[src/rtl/zol_pkg.sv]
package zol_pkg;
  typedef enum logic [1:0] {
    OP_SET_END = 2'd0,
    OP_SET_RET = 2'd1,
    OP_SET_CNT = 2'd2,
    OP_ARM     = 2'd3
  } zol_op_e;
endpackage

[src/rtl/zol_cfg_stage.sv]
module zol_cfg_stage
  import zol_pkg::*;
#(
  parameter int AW = 16,
  parameter int CW = 8
) (
  input  logic          clk,
  input  logic          rst_n,
  input  logic          cfg_valid,
  input  logic [1:0]    cfg_op,
  input  logic [AW-1:0] cfg_data,
  output logic [AW-1:0] stg_end,
  output logic [AW-1:0] stg_ret,
  output logic [CW-1:0] stg_cnt,
  output logic          arm_req
);
  zol_op_e op;
  assign op      = zol_op_e'(cfg_op);
  assign arm_req = cfg_valid && (op == OP_ARM);

  always_ff @(posedge clk) begin
    if (!rst_n) begin
      stg_end <= '0;
      stg_ret <= '0;
      stg_cnt <= '0;
    end else if (cfg_valid) begin
      case (op)
        OP_SET_END: stg_end <= cfg_data;
        OP_SET_RET: stg_ret <= cfg_data;
        OP_SET_CNT: stg_cnt <= cfg_data[CW-1:0];
        default: ;
      endcase
    end
  end
endmodule

[src/rtl/zol_slot.sv]
module zol_slot #(
  parameter int AW = 16,
  parameter int CW = 8
) (
  input  logic          clk,
  input  logic          rst_n,
  input  logic          load,
  input  logic [AW-1:0] ld_end,
  input  logic [AW-1:0] ld_ret,
  input  logic [CW-1:0] ld_cnt,
  input  logic          clear,
  input  logic          dec,
  input  logic          reload,
  input  logic [AW-1:0] pc,
  output logic          valid,
  output logic          match,
  output logic          live,
  output logic [AW-1:0] ret_addr
);
  logic [AW-1:0] end_q;
  logic [CW-1:0] init_q;
  logic [CW-1:0] rem_q;

  // a pass remains beyond the current one
  function automatic logic may_repeat(input logic [CW-1:0] rem);
    return rem > CW'(1);
  endfunction

  function automatic logic [CW-1:0] after_pass(input logic [CW-1:0] rem);
    return rem - CW'(1);
  endfunction

  assign match = valid && (end_q == pc);
  assign live  = may_repeat(rem_q);

  always_ff @(posedge clk) begin
    if (!rst_n) begin
      valid    <= 1'b0;
      end_q    <= '0;
      ret_addr <= '0;
      init_q   <= '0;
      rem_q    <= '0;
    end else if (load) begin
      valid    <= 1'b1;
      end_q    <= ld_end;
      ret_addr <= ld_ret;
      init_q   <= ld_cnt;
      rem_q    <= ld_cnt;
    end else if (clear) begin
      valid <= 1'b0;
    end else if (dec && valid) begin
      rem_q <= after_pass(rem_q);
    end else if (reload && valid) begin
      rem_q <= init_q;
    end
  end

  // a loop-back is only granted while passes remain
  assert_dec_live_R4: assert property (@(posedge clk) disable iff (!rst_n)
    dec |-> (valid && rem_q > CW'(1)));
  // a reload restores the initial count
  assert_reload_init_R6: assert property (@(posedge clk) disable iff (!rst_n)
    (reload && valid && !load && !clear && !dec) |=> (rem_q == $past(init_q)));
endmodule

[src/rtl/zol_pick.sv]
module zol_pick #(
  parameter int DEPTH = 4
) (
  input  logic             fetch_valid,
  input  logic [DEPTH-1:0] match,
  input  logic [DEPTH-1:0] live,
  output logic [DEPTH-1:0] hit_mask,
  output logic [DEPTH-1:0] reload_mask,
  output logic             hit,
  output logic             outer_done
);
  // innermost (highest slot) matching loop with passes left wins
  always_comb begin
    hit_mask = '0;
    hit      = 1'b0;
    for (int i = DEPTH - 1; i >= 0; i--) begin
      if (!hit && fetch_valid && match[i] && live[i]) begin
        hit_mask[i] = 1'b1;
        hit         = 1'b1;
      end
    end
  end

  // every slot above the winner is nested inside it
  always_comb begin
    logic seen;
    seen = 1'b0;
    for (int i = 0; i < DEPTH; i++) begin
      reload_mask[i] = seen;
      seen = seen | hit_mask[i];
    end
  end

  assign outer_done = fetch_valid && match[0] && !hit;
endmodule

[src/rtl/zol_loop_ctrl.sv]
module zol_loop_ctrl #(
  parameter int AW    = 16,
  parameter int CW    = 8,
  parameter int DEPTH = 4
) (
  input  logic          clk,
  input  logic          rst_n,
  input  logic          cfg_valid,
  input  logic [1:0]    cfg_op,
  input  logic [AW-1:0] cfg_data,
  input  logic          fetch_valid,
  input  logic [AW-1:0] fetch_pc,
  output logic          redirect,
  output logic [AW-1:0] redirect_pc,
  output logic          arm_overflow
);
  localparam int DW = $clog2(DEPTH + 1);

  logic [AW-1:0]    stg_end, stg_ret;
  logic [CW-1:0]    stg_cnt;
  logic             arm_req;
  logic [DW-1:0]    depth;
  logic [DW-1:0]    base;
  logic             arm_ok, arm_full;
  logic [DEPTH-1:0] load_mask, valid, match, live, hit_mask, reload_mask;
  logic [AW-1:0]    ret_addr [DEPTH];
  logic             hit, outer_done;

  zol_cfg_stage #(.AW(AW), .CW(CW)) u_cfg (
    .clk(clk), .rst_n(rst_n), .cfg_valid(cfg_valid), .cfg_op(cfg_op),
    .cfg_data(cfg_data), .stg_end(stg_end), .stg_ret(stg_ret),
    .stg_cnt(stg_cnt), .arm_req(arm_req)
  );

  // a retiring outer loop empties the stack before a same-cycle arm lands
  assign base     = outer_done ? '0 : depth;
  assign arm_full = arm_req && (base == DW'(DEPTH));
  assign arm_ok   = arm_req && !arm_full;

  generate
    for (genvar g = 0; g < DEPTH; g++) begin : g_slot
      assign load_mask[g] = arm_ok && (base == DW'(g));
      zol_slot #(.AW(AW), .CW(CW)) u_slot (
        .clk(clk), .rst_n(rst_n), .load(load_mask[g]),
        .ld_end(stg_end), .ld_ret(stg_ret), .ld_cnt(stg_cnt),
        .clear(outer_done), .dec(hit_mask[g]), .reload(reload_mask[g]),
        .pc(fetch_pc), .valid(valid[g]), .match(match[g]),
        .live(live[g]), .ret_addr(ret_addr[g])
      );
    end
  endgenerate

  zol_pick #(.DEPTH(DEPTH)) u_pick (
    .fetch_valid(fetch_valid), .match(match), .live(live),
    .hit_mask(hit_mask), .reload_mask(reload_mask),
    .hit(hit), .outer_done(outer_done)
  );

  always_comb begin
    redirect_pc = '0;
    for (int i = 0; i < DEPTH; i++) begin
      if (hit_mask[i]) redirect_pc = redirect_pc | ret_addr[i];
    end
  end
  assign redirect = hit;

  always_ff @(posedge clk) begin
    if (!rst_n) begin
      depth        <= '0;
      arm_overflow <= 1'b0;
    end else begin
      if (arm_ok)        depth <= base + DW'(1);
      else if (outer_done) depth <= '0;
      if (arm_full)      arm_overflow <= 1'b1;
    end
  end

  // slots in use form a contiguous stack matching the depth counter
  assert_stack_shape_R3: assert property (@(posedge clk) disable iff (!rst_n)
    (depth <= DW'(DEPTH)) && ($countones(valid) == int'(depth)) &&
    ((({1'b0, valid} + 1'b1) & {1'b0, valid}) == '0));
  // overflow flag is sticky
  assert_overflow_sticky_R3: assert property (@(posedge clk) disable iff (!rst_n)
    arm_overflow |=> arm_overflow);
  // an arm into a full stack leaves the depth unchanged
  assert_full_ignored_R3: assert property (@(posedge clk) disable iff (!rst_n)
    (arm_req && !outer_done && depth == DW'(DEPTH)) |=> (depth == DW'(DEPTH)));
  // no loop-back without a valid fetch
  assert_redirect_fetch_R10: assert property (@(posedge clk) disable iff (!rst_n)
    redirect |-> fetch_valid);
  // retiring the outer loop empties the stack
  assert_retire_empty_R7: assert property (@(posedge clk) disable iff (!rst_n)
    (outer_done && !arm_req) |=> (depth == '0));
endmodule

[config.mk]
export PLATFORM = sky130hd
export DESIGN_NAME = zol_loop_ctrl
export DESIGN_NICKNAME = d
export VERILOG_FILES = /design/src/rtl/zol_pkg.sv /design/src/rtl/zol_cfg_stage.sv /design/src/rtl/zol_slot.sv /design/src/rtl/zol_pick.sv /design/src/rtl/zol_loop_ctrl.sv
export SDC_FILE = /design/constraint.sdc
export NUM_CORES = 1
export LEC_CHECK = 0
export ABC_CLOCK_PERIOD_IN_PS = 3700
export BUFFER_PORTS_ARGS = -buffer_cell sky130_fd_sc_hd__buf_4
export CAP_MARGIN = 0
export CORE_MARGIN = 8
export CORE_UTILIZATION = 45
export DETAILED_ROUTE_END_ITERATION = 6
export GPL_TIMING_DRIVEN = 0
export MAX_ROUTING_LAYER = met4
export PLACE_DENSITY_LB_ADDON = 0.08
export SYNTH_ARGS = -nofsm -noshare
export SYNTH_HDL_FRONTEND = slang
export SYNTH_HIERARCHICAL = 1
export SYNTH_SLANG_ARGS = --single-unit
[constraint.sdc]
create_clock -name clk -period 3.7 [get_ports clk]
set_clock_uncertainty 0.05 [all_clocks]
set_input_delay 0.555 -clock clk [delete_from_list [all_inputs] [get_ports clk]]
set_output_delay 0.555 -clock clk [all_outputs]
set_load 0.05 [all_outputs]
==> results_dict.tcl, run 1 <==
set metrics [dict create \
    initial_core_util_pct 45.4 \
    antenna_found_initial 0 \
    numPortBuffers 55 \
    placed_area_mm2 0.0122 \
    die_h_um 175 \
    setup_viol 71 \
    rsz0062_at_grt "yes" \
    fin_nets 1423 \
    cts_hold_buf 0 \
    grt_overflow_total 0 \
    via_count 9542 \
    layout_common_cells "dfxtp_1 (234), mux2i_1 (186), nor2_1 (174)" \
    slowest_delay_ns 0.53 \
    hold_viol_final 0 \
    crit_slowest_cell "or4_4" \
    dr.pass1.iters 5 \
    powerDensity_mw_per_mm2 394 \
    drive_gt1_share_pct 26.8 \
    cts_tree "built" \
    synth_xor_area_share_pct 4.94 \
    remaining_drc_errors 0 \
    worstSetupPathType "flop to flop" \
    synth_area_mm2 0.0113 \
    syn_to_final_growth_pct 33.1 \
    slew_headroom_pct 46.4 \
    finalMaxSlewViolations 0 \
    drtAntennaViolNets 0 \
    synthMuxAreaShare_pct 17.3 \
    num_rows 58 \
    die_w_um 175 \
    clock.fmax_mhz 262 \
    total_leakage_power_nw 5.59 \
    wire_per_inst_um 20.8 \
    start_kind "flop" \
    cts-root-buf "clkbuf_16" \
    syn_inst 1214 \
    core_area_mm2 0.0250 \
    hold_class "input port to flop" \
    ys_warn_count 6 \
    cts-htree-levels 1 \
    grt_max_degree 35 \
    final_common_cell "dfxtp_1" \
    period_share_pct 103 \
    crit_family "simple AND/OR/NAND/NOR gates" \
    synth-simple-area-share_pct 17.4 \
    clkSinkCount 240 \
    violations "negative setup slack" \
    worstPathRequired_ns 4.10 \
    insertion_delay_ns 0.54 \
    clk_pin_slew_worst_paths_ns 0.06 \
    synth.largest_area_cell "dfxtp_1" \
    cap_violations 0 \
    synth-seq-cells 240 \
    synth_compound_area_share_pct 10.9 \
    synthArstFlopShare_pct 0 \
    synth_fa_ha_area_share_pct 1.43 \
    grt_pass1_vias 9275 \
    outcome "finished, violations left" \
    ioPinCount 56 \
    synthDistinctLibCells 63 \
    end_kind "flop" \
    synth_top_area_share_pct 42.3 \
    final.setup.tns_ns -3.18 \
    grt_pass1_wl_um 53800 \
    synth_top_family_by_area "simple AND/OR/NAND/NOR gates" \
    cts.path.max_buffers 3 \
    ys_seq_area_share_pct 42.3 \
    path_max_fanout 6 \
    final.setup.worst_slack_ns -0.115 \
    synth-edff-count 0 \
    dr.first_iter.drc_count 657 \
    period_needed_ns 3.82 \
    die-area_mm2 0.0305 \
    fin_area_mm2 0.0151 \
    synthesis.nets 1265 \
    worst_pin_slew_ns 0.804 \
    cp_common_cell "buf_6" \
    synthFlopType "dfxtp_1" \
    cp_cell_sequence "or4_4, or4_4, a21bo_4, buf_6, buf_6, nor4_4, buf_4, nand2b_4, buf_4, ha_4, nand3b_4, and3_4, buf_12, buf_6, a211o_1, a211oi_2" \
    cp.arrival_ns 4.22 \
    ir_worst_vdd_v 0.000331 \
    routed_via_density 5.54 \
    syn_area_per_cell_um2 9.35 \
    gr-usage-all-layers_pct 22.7 \
    cts_made_buffers 28 \
    place.detailed.hpwl_um 23200 \
    routed_wl_um 35800 \
    power_mw 5.94 \
    gp_congestion 0.853 \
    netlist_top_cells_area "dfxtp_1 (42%), mux2i_1 (17%), nor2_1 (5.8%), xnor2_1 (3.7%), nand2_1 (3.5%)" \
    n_antenna_cell 0 \
    crit_buf_inv 6 \
]
final timing paths:
path,from,end,slack [ns],cells after the start
max reg2reg,g_slot[3].u_slot/rem_q[4]$_SDFFE_PN0P_,g_slot[3].u_slot/rem_q[4]$_SDFFE_PN0P_,-0.12,16
min,cfg_data[10],u_cfg/stg_ret[10]$_SDFFE_PN0P_,0.27,3
min reg2reg,g_slot[1].u_slot/init_q[2]$_SDFFE_PN0P_,g_slot[1].u_slot/init_q[2]$_SDFFE_PN0P_,0.42,2
max,g_slot[3].u_slot/rem_q[4]$_SDFFE_PN0P_,g_slot[3].u_slot/rem_q[4]$_SDFFE_PN0P_,-0.12,16
synth_stat cells (all sizes together), types with 16 or more instances:
cell type,count
nand4,16
a22oi,34
dfxtp,240
inv,29
buf,64
nor3,16
nor2,179
nand2,110
xnor2,48
mux2i,192
nor4,18
xor2,16
a21oi,58
routing by layer:
| metal | wire, um | track usage (%) | share of wire (%) |
|---|---|---|---|
| met5 | 0 | - | 0 |
| met4 | 1090 | 7.95 | 3.0 |
| met3 | 1490 | 2.53 | 4.2 |
| met2 | 16700 | 36.3 | 47 |
| met1 | 16600 | 29.4 | 46 |
worst reg2reg max path: cells and delay by family, from the launching register on:
kind / cells / cell delay [ns]
AND/OR/NAND/NOR: 6 / 1.69
buffers and inverters: 6 / 0.84
AO/OA/AOI/OAI: 3 / 0.67
flip-flops: 1 / 0.34
adder cells (fa/ha/maj): 1 / 0.15
per-stage QoR:
step | hold slack (ns) | setup slack (ns) | util (%) | instances
after floorplan | 0.391 | -0.00762 | - | 1214
after CTS | 0.252 | -0.222 | 57.1 | 1687
after global placement | 0.404 | -1.50 | 48.8 | 1599
after detailed placement | 0.406 | -1.31 | 48.8 | 1600
after global routing | 0.253 | -0.239 | 60.5 | 1723
final | 0.272 | -0.115 | 60.5 | 1723
flip-flops by register name (all words and copies together) (netlist names):
signal	flops
u_cfg/stg_ret	16
u_cfg/stg_end	16
depth	3
g_slot.u_slot/ret_addr	64
g_slot.u_slot/end_q	64
g_slot.u_slot/valid	4
u_cfg/stg_cnt	8
arm_overflow	1
g_slot.u_slot/rem_q	32
g_slot.u_slot/init_q	32
area by class of cell:
| cell class | count | area [um^2] |
|---|---|---|
| fillers | 2138 | 9870 |
| flip-flops and latches | 240 | 4820 |
| clock inverters | 18 | 239 |
| clock buffers | 33 | 751 |
| well taps | 330 | 413 |
| plain buffers | 72 | 807 |
| repair buffers | 132 | 1450 |
| inverters | 29 | 121 |
| repair inverters | 1 | 6.26 |
| multi-input cells | 868 | 6490 |
cell families after synthesis:
kind of cell    Yosys count
fa+ha+maj                13
buf+inv                 106
compound gates          180
simple gates            414
mux                     196
other cells               1
xor+xnor                 64
flops                   240
timing repair:
action / in CTS / in global routing
cloned: 4 / 11
pin swaps: 18 / 37
endpoints found under the setup margin: 217 / 203
gates resized for setup: 163 / 111
buffers inserted: 33 / 30
power breakdown:
| group | leakage, nW | internal (mW) | total (mW) | switching, mW |
|---|---|---|---|---|
| Sequential | 1.94 | 2.60 | 2.65 | 0.0421 |
| Clock | 0.484 | 1.81 | 2.95 | 1.14 |
| Combinational | 3.17 | 0.149 | 0.347 | 0.199 |
| Total | 5.59 | 4.56 | 5.94 | 1.38 |
Power figures use the tool's default switching activity.
==> run 2, diff against run 1 <==
TNS_END_PERCENT = 10   (was default)
==> run 2 against run 1 <==
Net effect: the run still ends with negative setup slack left; die area unchanged; core utilization decreased by 3.6 points; wire length decreased by 4.9%; setup slack got worse by 0.042 ns; critical path depth decreased by 6; via count decreased by 3.0%; largest cell class unchanged; highest routed layer unchanged.
==> results_dict.tcl, run 2 (same netlist as run 1, synthesis figures left out) <==
set metrics [dict create \
    drive_gt1_share_pct 21.4 \
    cts_tree "built" \
    ir_worst_vdd_v 0.000331 \
    pwr-share-clk_pct 49.9 \
    period_share_pct 104 \
    clock.fmax_mhz 259 \
    routed_wl_um 34100 \
    insertion_delay_ns 0.54 \
    cts.path.max_buffers 3 \
    fin_area_mm2 0.0142 \
    end_kind "output pin" \
    syn_to_final_growth_pct 25.2 \
    hold_class "input port to flop" \
    violations "negative setup slack" \
    initial_core_util_pct 45.4 \
    place.detailed.hpwl_um 23200 \
    grt_max_degree 35 \
    worstSetupPathType "flop to output pin" \
    num_rows 58 \
    numPortBuffers 55 \
    worst_pin_slew_ns 0.779 \
    final_common_cell "dfxtp_1" \
    finalMaxSlewViolations 0 \
    routed_via_density 5.49 \
    intPower_mw 4.53 \
    wire_per_inst_um 20.2 \
    final.setup.worst_slack_ns -0.158 \
    rsz0062_at_grt "yes" \
    seqPwrFrac_pct 44.8 \
    largestRegisters "g_slot.u_slot/end_q (64), g_slot.u_slot/ret_addr (64)" \
    worstPathRequired_ns 3.09 \
    cap_violations 0 \
    p_sw_share_pct 23.2 \
    die-area_mm2 0.0305 \
    cts_made_buffers 28 \
    via_count 9254 \
    total_leakage_power_nw 5.25 \
    layout_common_cells "dfxtp_1 (234), mux2i_1 (191), nor2_1 (174)" \
    outcome "finished, violations left" \
    p_switching_mw 1.37 \
    drtAntennaViolNets 0 \
    cp.arrival_ns 3.25 \
    cts-htree-levels 1 \
    grt_overflow_total 0 \
    grt_pass1_vias 9175 \
    clk_pin_slew_worst_paths_ns 0.06 \
    core_area_mm2 0.0250 \
    dr.first_iter.drc_count 580 \
    setup_viol 16 \
    slew_headroom_pct 48.1 \
    ioPinCount 56 \
    n_antenna_cell 0 \
    clkSinkCount 240 \
    cts_hold_buf 0 \
    die_h_um 175 \
    start_kind "flop" \
    powerDensity_mw_per_mm2 416 \
    hold_viol_final 0 \
    period_needed_ns 3.86 \
    gr-usage-all-layers_pct 22.3 \
    combPwrFrac_pct 5.3 \
    die_w_um 175 \
    remaining_drc_errors 0 \
    gp_congestion 0.853 \
    fin_nets 1385 \
    placed_area_mm2 0.0122 \
    final.setup.tns_ns -1.68 \
    path_max_fanout 5 \
    antenna_found_initial 0 \
    cts-root-buf "clkbuf_16" \
    dr.pass1.iters 6 \
    grt_pass1_wl_um 53000 \
    place_worst_setup_slack_ns -1.31 \
    final.fill_count 2230 \
]
[run 2: worst max-delay path, stage by stage, from the launching register on]
cell and delay [ns]:
dfxtp_4 0.34, or4_4 0.53, or4_4 0.53, a22o_4 0.29, nor4_4 0.28, buf_6 0.19, buf_12 0.11, buf_12 0.11
a22oi_2 0.08, nand2_1 0.09, buf_6 0.16
[run 2: path summary, 6_finish.rpt]
check	from	end	slack [ns]	depth (start not counted)
setup reg to reg	g_slot[3].u_slot/rem_q[3]$_SDFFE_PN0P_	g_slot[2].u_slot/rem_q[6]$_SDFFE_PN0P_	0	14
setup / recovery	g_slot[2].u_slot/rem_q[4]$_SDFFE_PN0P_	redirect_pc[13]	-0.16	10
hold reg to reg	g_slot[3].u_slot/init_q[2]$_SDFFE_PN0P_	g_slot[3].u_slot/init_q[2]$_SDFFE_PN0P_	0.41	2
hold / removal	cfg_data[10]	u_cfg/stg_ret[10]$_SDFFE_PN0P_	0.27	3
[run 2: timing repair]
action | CTS | global route
pin swaps | 10 | 26
setup buffers | 17 | 17
gates cloned | 2 | 1
setup endpoints to repair | 217 | 190
endpoints found under the hold margin | 0 | 0
resized for setup | 91 | 101
[run 2: cell type report]
| class | count | area, um^2 | area share [%] |
|---|---|---|---|
| plain buffers | 75 | 767 | 5.40 |
| clock inverters | 18 | 239 | 1.68 |
| well taps | 330 | 413 | 2.91 |
| clock buffers | 33 | 751 | 5.28 |
| repair buffers | 92 | 838 | 5.90 |
| flip-flops and latches | 240 | 4820 | 33.9 |
| multi-input cells | 868 | 6260 | 44.1 |
| inverters | 29 | 119 | 0.837 |
[run 2: per-stage QoR]
step / power (mW) / utilization (%) / hold slack (ns) / std cells
final: 5.91 / 56.9 / 0.267 / 1685
after floorplan: 2.85 / - / 0.391 / 1214
after detailed placement: 2.99 / 48.8 / 0.406 / 1600
after CTS: 5.95 / 55.1 / 0.252 / 1669
after global routing: 6.09 / 56.9 / 0.253 / 1685
after global placement: 2.99 / 48.8 / 0.404 / 1599
[run 2: routing by layer]
layer / part of all wire, % / up-vias / wire length (um) / GRT usage [%]
met5: 0 / - / 0 / -
met4: 2.8 / 0 / 959 / 7.63
met3: 3.7 / 68 / 1250 / 2.48
met2: 47 / 193 / 15900 / 35.7
met1: 47 / 4481 / 16000 / 28.9
li1: - / 4512 / - / -
[run 2: power by group through the flow]
stage	Clock (mW)	Combinational, mW	Sequential (mW)
CTS	3.00	0.304	2.64
detailed placement	0	0.290	2.70
global placement	0	0.290	2.70
global route	3.11	0.337	2.65
finish	2.95	0.315	2.64
floorplan	0	0.170	2.68
